--- src/rtl/cu_addmul_pkg.sv ---
package cu_addmul_pkg;

  // Operation selected by the top bit of the configuration word.
  typedef enum logic {
    CU_OP_ADD = 1'b0,
    CU_OP_MUL = 1'b1
  } cu_op_e;

  localparam int CU_OP_BITS = 1;

endpackage

--- src/rtl/cu_cfg_chain.sv ---
module cu_cfg_chain #(
  parameter int CFG_W = 7
) (
  input  logic             clk,
  input  logic             rst_n,
  input  logic             shift_en,
  input  logic             ser_in,
  output logic             ser_out,
  output logic [CFG_W-1:0] word
);

  logic [CFG_W-1:0] chain_q;

  // MSB-first load: the earliest bit travels up to the top position.
  always_ff @(posedge clk or negedge rst_n) begin
    if (!rst_n) begin
      chain_q <= '0;
    end else if (shift_en) begin
      chain_q <= {chain_q[CFG_W-2:0], ser_in};
    end
  end

  assign word    = chain_q;
  assign ser_out = chain_q[CFG_W-1];

endmodule

--- src/rtl/cu_delay_line.sv ---
module cu_delay_line #(
  parameter int DATA_W = 16,
  parameter int SEL_W  = 3
) (
  input  logic              clk,
  input  logic              rst_n,
  input  logic [SEL_W-1:0]  sel,
  input  logic [DATA_W-1:0] din,
  output logic [DATA_W-1:0] dout
);

  localparam int DEPTH = (1 << SEL_W) - 1;

  // taps[k] is din delayed by k cycles; taps[0] is the input itself.
  logic [DATA_W-1:0] taps [0:DEPTH];

  assign taps[0] = din;

  for (genvar k = 1; k <= DEPTH; k++) begin : g_stage
    always_ff @(posedge clk or negedge rst_n) begin
      if (!rst_n) begin
        taps[k] <= '0;
      end else begin
        taps[k] <= taps[k-1];
      end
    end
  end

  assign dout = taps[sel];

endmodule

--- src/rtl/cu_alu.sv ---
module cu_alu
  import cu_addmul_pkg::*;
#(
  parameter int DATA_W = 16
) (
  input  logic              clk,
  input  logic              rst_n,
  input  logic              hold,
  input  cu_op_e            op,
  input  logic [DATA_W-1:0] a,
  input  logic [DATA_W-1:0] b,
  output logic [DATA_W-1:0] y
);

  function automatic logic [DATA_W-1:0] f_add(input logic [DATA_W-1:0] x,
                                              input logic [DATA_W-1:0] z);
    return x + z;
  endfunction

  function automatic logic [DATA_W-1:0] f_mul(input logic [DATA_W-1:0] x,
                                              input logic [DATA_W-1:0] z);
    logic [2*DATA_W-1:0] full;
    full = x * z;
    return full[DATA_W-1:0];
  endfunction

  logic [DATA_W-1:0] y_d;
  logic [DATA_W-1:0] y_q;

  always_comb begin
    case (op)
      CU_OP_MUL: y_d = f_mul(a, b);
      default:   y_d = f_add(a, b);
    endcase
  end

  always_ff @(posedge clk or negedge rst_n) begin
    if (!rst_n) begin
      y_q <= '0;
    end else if (!hold) begin
      y_q <= y_d;
    end
  end

  assign y = y_q;

endmodule

--- src/rtl/cu_addmul.sv ---
module cu_addmul
  import cu_addmul_pkg::*;
#(
  parameter int DATA_W = 16,
  parameter int DLY_W  = 3
) (
  input  logic              clk,
  input  logic              rst_n,
  input  logic              cfg_en,
  input  logic              cfg_in,
  output logic              cfg_out,
  input  logic [DATA_W-1:0] a_in,
  input  logic [DATA_W-1:0] b_in,
  output logic [DATA_W-1:0] y_out
);

  localparam int CFG_W = CU_OP_BITS + 2 * DLY_W;

  logic [CFG_W-1:0]  cfg_word;
  cu_op_e            op_sel_w;
  logic [DLY_W-1:0]  dly_a_w;
  logic [DLY_W-1:0]  dly_b_w;
  logic [DATA_W-1:0] a_aligned;
  logic [DATA_W-1:0] b_aligned;

  cu_cfg_chain #(.CFG_W(CFG_W)) u_chain (
    .clk      (clk),
    .rst_n    (rst_n),
    .shift_en (cfg_en),
    .ser_in   (cfg_in),
    .ser_out  (cfg_out),
    .word     (cfg_word)
  );

  // Field positions: op on top, then delay A, then delay B.
  assign op_sel_w = cu_op_e'(cfg_word[CFG_W-1]);
  assign dly_a_w  = cfg_word[2*DLY_W-1:DLY_W];
  assign dly_b_w  = cfg_word[DLY_W-1:0];

  cu_delay_line #(.DATA_W(DATA_W), .SEL_W(DLY_W)) u_dly_a (
    .clk   (clk),
    .rst_n (rst_n),
    .sel   (dly_a_w),
    .din   (a_in),
    .dout  (a_aligned)
  );

  cu_delay_line #(.DATA_W(DATA_W), .SEL_W(DLY_W)) u_dly_b (
    .clk   (clk),
    .rst_n (rst_n),
    .sel   (dly_b_w),
    .din   (b_in),
    .dout  (b_aligned)
  );

  cu_alu #(.DATA_W(DATA_W)) u_alu (
    .clk   (clk),
    .rst_n (rst_n),
    .hold  (cfg_en),
    .op    (op_sel_w),
    .a     (a_aligned),
    .b     (b_aligned),
    .y     (y_out)
  );

endmodule

--- config.mk ---
export PLATFORM = sky130hd
export DESIGN_NAME = cu_addmul
export DESIGN_NICKNAME = d
export VERILOG_FILES = /design/src/rtl/cu_addmul_pkg.sv /design/src/rtl/cu_cfg_chain.sv /design/src/rtl/cu_delay_line.sv /design/src/rtl/cu_alu.sv /design/src/rtl/cu_addmul.sv
export SDC_FILE = /design/constraint.sdc
export NUM_CORES = 1
export LEC_CHECK = 0
export BUFFER_PORTS_ARGS = -buffer_cell sky130_fd_sc_hd__buf_2
export CAP_MARGIN = 20
export CORE_MARGIN = 5
export CORE_UTILIZATION = 65
export DETAILED_ROUTE_END_ITERATION = 16
export GPL_TIMING_DRIVEN = 0
export PLACE_DENSITY_LB_ADDON = 0.15
export SLEW_MARGIN = 20
export SYNTH_ARGS = -nofsm -noshare
export SYNTH_HDL_FRONTEND = slang
export SYNTH_SLANG_ARGS = --single-unit
--- constraint.sdc ---
create_clock -name clk -period 11.7 [get_ports clk]
set_clock_uncertainty 0.15 [all_clocks]
set_input_delay 0.585 -clock clk [delete_from_list [all_inputs] [get_ports clk]]
set_output_delay 0.585 -clock clk [all_outputs]
set_load 0.01 [all_outputs]
-- Word-level counts from Yosys, hierarchy flattened
Cells that the tools add are included.
- register bits after elaboration: 247
- input port bits: 36
- output and inout port bits: 17
- logic and storage cells: 29
- add/subtract/negate cells: 1
- multiply operators: 1
- $lt $le $gt $ge: 2
- multiplexer cells: 7
- bitwise operators: 2
- operators with widths (operator ; count):
    binary-select mux 16 bit (select 3 bit) ; 2
    2-to-1 mux 16 bit ; 5
    adder 16 bit ; 1
    multiplier 16 x 16 -> 16 bit ; 1
    >= comparator 4 bit, second input constant ; 2
    inverter 3 -> 4 bit ; 2

-- Logic depth before layout (Yosys ltp)
- depth after elaboration: 6
- mapped depth: 30
- gate-level depth less buffers: 26

-- Modules after synthesis
A second synthesis with hierarchy kept.
- cell total of the unflattened synthesis: 981
- area total of the unflattened synthesis: 13395.3 µm²
- modules (own cells, without submodules) (module ; instances ; cells an instance ; area an instance (µm²) ; sequential area each (µm²)):
    cu_delay_line ; 2 ; 169 ; 3873.7 ; 2802.7
    cu_alu ; 1 ; 627 ; 5348.9 ; 400.4
    cu_cfg_chain ; 1 ; 16 ; 299.0 ; 175.2

-- Least setup slack after synthesis
Ideal clock, no wire load.
- kind: register -> register
- start point: register u_chain.chain_q[4], in the netlist u_chain.word[4]
- end point: register u_alu.y_q[15], in the netlist u_alu.y[15]
- library setup time: 80 ps
- arrival time: 6545 ps
- required time: 11470 ps
- setup slack: 4926 ps
- cell stages (with the launch flop): 27
- path buffers: 4
- period minus slack after synthesis: 6774 ps
- cells stage by stage: dfrtp_1 -> buf_6 -> buf_12 -> buf_12 -> buf_6 -> mux4_2 -> mux2_2 -> and2_1 -> fa_1 -> inv_1 -> fa_1 -> inv_1 -> fa_1 -> fa_1 -> inv_1 -> fa_1 -> fa_1 -> xnor2_1 -> xnor2_1 -> xnor2_1 -> xnor2_1 -> xnor3_1 -> xnor3_1 -> xnor2_1 -> xnor2_1 -> a21oi_1 -> a2bb2oi_1
- word-level cells in the longest chain between the ends: 6
- elaborated cells between the ends (all ways): 7
- classes of those cells: add/sub: 1; mul: 1; mux: 4; bitwise: 1
- ends and longest elaborated chain (item ; RTL line ; text):
    from (decl) ; cu_cfg_chain.sv:12 ; logic [CFG_W-1:0] chain_q;
    from (signal assigned) ; cu_cfg_chain.sv:19 ; chain_q <= {chain_q[CFG_W-2:0], ser_in};
    inverter 3 -> 4 bit (not written as such) (*) ; cu_delay_line.sv:29 ; assign dout = taps[sel];
    binary-select mux 16 bit (select 3 bit) (*) ; cu_delay_line.sv:29 ;
    2-to-1 mux 16 bit (not written as such) (*) (2 in a row) ; cu_delay_line.sv:29 ;
    multiplier 16 x 16 -> 16 bit / adder 16 bit (equally long branches) ; cu_alu.sv:23, cu_alu.sv:17 ;
    2-to-1 mux 16 bit (*) ; cu_alu.sv:31 ; case (op)
    to (signal assigned) ; cu_alu.sv:41 ; y_q <= y_d;
    to (decl) ; cu_alu.sv:28 ; logic [DATA_W-1:0] y_q;
Mark *: on every way between the ends. The rest lies on a longest branch, timed or not. The select of a mux whose other input is x is not followed.
A chain may end at the register's enable or synchronous reset.

-- Worst setup path after layout
- start point: register u_chain.chain_q[5], in the netlist u_chain.word[5]
- end point: register u_alu.y_q[15], in the netlist u_alu.y[15]
Same word-level chain as after synthesis.

==> results.md <==
Clock network:
- The number of setup buffers added after CTS is 0.
- The maximum buffer depth of the clock tree is 3.
- The clock-pin transition on the worst setup and hold timing paths is approximately 70 ps.
- The quantity of gates resized following cts is 0.
- The CTS H-tree depth is 1.
- The post-cts hold buffer count is 1.
- The clock tree from TritonCTS is yes.
- For the worst-skew pair, the clock arrives at the later sink with an insertion delay of 540 ps.
- Clock tree synthesis found a total of approximately 250 sinks.
- The number of buffers created by CTS is 25.
- In this run the clock root is driven by a clkbuf_16.

Floorplanning:
- The full die area is approximately 0.023 mm^2.
- Row generation in the floorplan step produced 52 rows.
- The die is around 150 um tall.
- For this configuration, the core starts out at a cell density of 0.657.
- The I/O pin total is 53.
- The die extent in x is between 150 and 200 um.
- The floorplan step defined a core boundary enclosing 0.0201 mm^2.

Yosys:
- The async set-or-reset flop fraction in the synthesized netlist is 1.00.
- The share of synthesized area occupied by flip-flops and latches is 0.468.
- Synthesis handed over a netlist of slightly below 1,000 instances.
- The total of warnings raised by yosys is 0.
- In this run, distinct cell masters in the synthesized netlist total 56.
- After synthesis, the mean cell area works out to 13.4 um^2.
- In the post-synthesis netlist, the biggest area contributors are dfrtp_1, fa_1, mux4_2.
- Yosys mapped a number of flops with a built-in enable equal to 0.
- The number of flip-flops and latches in the synthesized netlist is 247.
- The cell area after synthesis is 0.0132 mm^2.
- The most used flip-flop cell after synthesis is dfrtp_1.
- The number of nets in the synthesized netlist is 1,170.
- The top cell type's share of synthesized area is 0.468.
- Of all cell types, the one taking the most synthesized area is dfrtp_1.

Worst setup path:
- Together, buffers and inverters on the worst path number 7.
- The slowest library cell on the worst path is fa_1.
- In this run the critical register-to-register path is launched from u_chain.word[5]$_DFFE_PN0P_.
- The family with the most delay on the worst path is adder cells.
- Tracing the worst setup path back leads to its startpoint at u_chain.word[5]$_DFFE_PN0P_.
- The capturing element type of the critical path is a flop.
- The largest single stage delay on the critical path is approximately 540 ps.
- At the worst endpoint, the arrival time is a little under 8000 ps.
- The required time of the critical path is between 10,000 and 15,000 ps.
- The worst setup path is of the reg -> reg kind.
- STA classifies the critical path startpoint as a flop.
- The highest net fanout along the worst path is 10.

Place:
- Once placement finished, the instance area stood at 0.0139 mm^2.
- The number of buffer cells added on primary ports is between 50 and 60.
- The wire-length estimate of the detail-placed layout is 19,700 um.
- The final estimated routing congestion in global placement is 0.901.

Timing:
- The final count of pins violating max slew is 0.
- The maximum clock frequency is ~0.13 GHz.
- Of the available clock period, the critical path in the final layout requires 0.642.
- The smallest clock period supported by the final layout is computed as between 7000 and 8000 ps.
- The number of setup violations in the final report is 0.
- In this run the tightest slew margin relative to its limit is 0.381.
- The number of hold violations in the final report is 0.
- For the pin with the worst max-slew slack, the measured transition is slightly above 900 ps.
- Summed over all failing endpoints, the final setup total negative slack is 0 ps.
- Setup repair after global routing left no endpoint under its margin.

Routing:
- After detailed routing, the number of remaining DRC violations is 0.
- The via count normalized by instance count is between 5 and 6.
- The remaining number of nets flagged by the antenna check after routing is 0.
- The sum of routed wire length over all layers is between 20,000 and 30,000 um.
- The number of design-rule violations left by the first detailed-router iteration is roughly 420.
- For this run, the detailed router's first-pass iteration total came to 4.
- After detailed routing, the average wire length per cell comes to 19.6 um.
- Summing over every cut layer, the via total after detailed routing is approximately 7,700.

Min path:
- The critical hold path startpoint is a_in[2].
- The tightest min-delay check is of the in -> reg type.

Cells and area:
- The relative area change from synthesis to final layout is 11.6%.
- Of the cells placed in the final design, the portion with a size suffix greater than 1 is 0.215.
- Leaving out fill and tap cells, the most frequent cell in the layout is dfrtp_1.
- The number of fill cells in the layout is 1,304.
- The final layout contains between 1,000 and 1,500 nets.
- The number of antenna diodes in the final layout is 0.
- In the layout the commonest cells are dfrtp_1, inv_1, nand2_1.
- The area of all placed cells without fillers is between 0.01 and 0.015 mm^2.

Job:
- The total of max-cap violations is 0.

Global routing:
- The number of global-route vias before repair is approximately 8,400.
- For this run, the total global-route usage over all layers was measured as 0.244.
- Entering global routing, the biggest net connects about 110 pins.
- The initial antenna violation count is 0.
- The first global-routing pass estimated approximately 45,000 um of wire.
- Summed over all layers, the global routing overflow is 0.

Status:
- The flow ran to the end, and the final reports show no timing, DRC or antenna violations.
sequential cells by signal, indices dropped and copies added, names as in the netlist:
signal and flops:
u_dly_a.taps 112, u_dly_b.taps 112, u_alu.y 16, u_chain.word 7
worst reg2reg max path, stage by stage, from the launching register on:
cell and delay, ps:
dfrtp_1 320, buf_4 200, buf_4 230, buf_6 190, buf_2 350, mux4_2 360
mux2_2 360, and2_1 220, fa_1 540, inv_1 60, fa_1 530, inv_1 50
fa_1 480, fa_1 540, inv_1 50, fa_1 440, fa_1 410, xnor2_1 180
xnor2_1 150, xnor2_1 150, xnor2_1 180, xnor3_1 450, xnor3_1 200, xnor2_1 230
xnor2_1 170, a21oi_1 90, a2bb2oi_1 140
layer usage:
layer	GRT usage	wire length, um	vias to the layer above
li1	-	-	3439
met1	0.360	11700	3959
met2	0.386	12800	205
met3	0.0395	1410	60
met4	0.0709	825	0
met5	0	0	-
logic make-up after synthesis:
logic type / after synthesis / synth area share
multiplexers: 112 / 0.152
XOR/XNOR: 47 / 0.0375
buffers and inverters: 172 / 0.0587
AO/OA/AOI/OAI: 77 / 0.0388
flip-flops: 247 / 0.468
adder cells (fa/ha/maj): 145 / 0.183
AND/OR/NAND/NOR: 189 / 0.0621
metrics by stage:
stage,cells,setup WS [ps],hold slack [ps],utilization
global placement,1311,4290,201,0.687
floorplan,989,4930,139,-
finish,1360,4190,14.9,0.733
global route,1360,3790,0.845,0.733
detailed placement,1313,4210,206,0.690
CTS,1358,4150,2.39,0.732
worst paths after layout:
kind                                         endpoint  slack, ps  depth (start not counted)
setup reg to reg              u_alu.y[15]$_DFFE_PN0N_       4190                         26
max in group asynchronous      u_alu.y[6]$_DFFE_PN0N_       9700                          4
setup / recovery              u_alu.y[15]$_DFFE_PN0N_       4190                         26
hold / removal             u_dly_a.taps[98]$_DFF_PN0_         10                          1
min in group asynchronous  u_dly_a.taps[88]$_DFF_PN0_        400                          2
hold reg to reg            u_dly_b.taps[73]$_DFF_PN0_        210                          0
synth_stat cells, types with 11 or more instances:
cell / n
dfrtp_1: 247
inv_1: 128
nand2_1: 84
fa_1: 81
ha_1: 64
nor2_1: 61
mux4_2: 54
xnor2_1: 32
mux2_2: 24
a21oi_1: 18
inv_2: 15
mux2i_1: 15
and2_1: 11
layout make-up:
type	count	area (um^2)	area share
buffer	28	235	0.0160
timing repair buffer	57	355	0.0241
sequential	247	6180	0.419
clock buffer	34	709	0.0481
clock inverter	10	125	0.00849
inverter	144	541	0.0367
tap	270	338	0.0229
multi-input combinational	570	6260	0.425
Power is left out: the tool's default activity adds up to more than one toggle a clock period on the data nets, which glitch-free logic cannot reach.
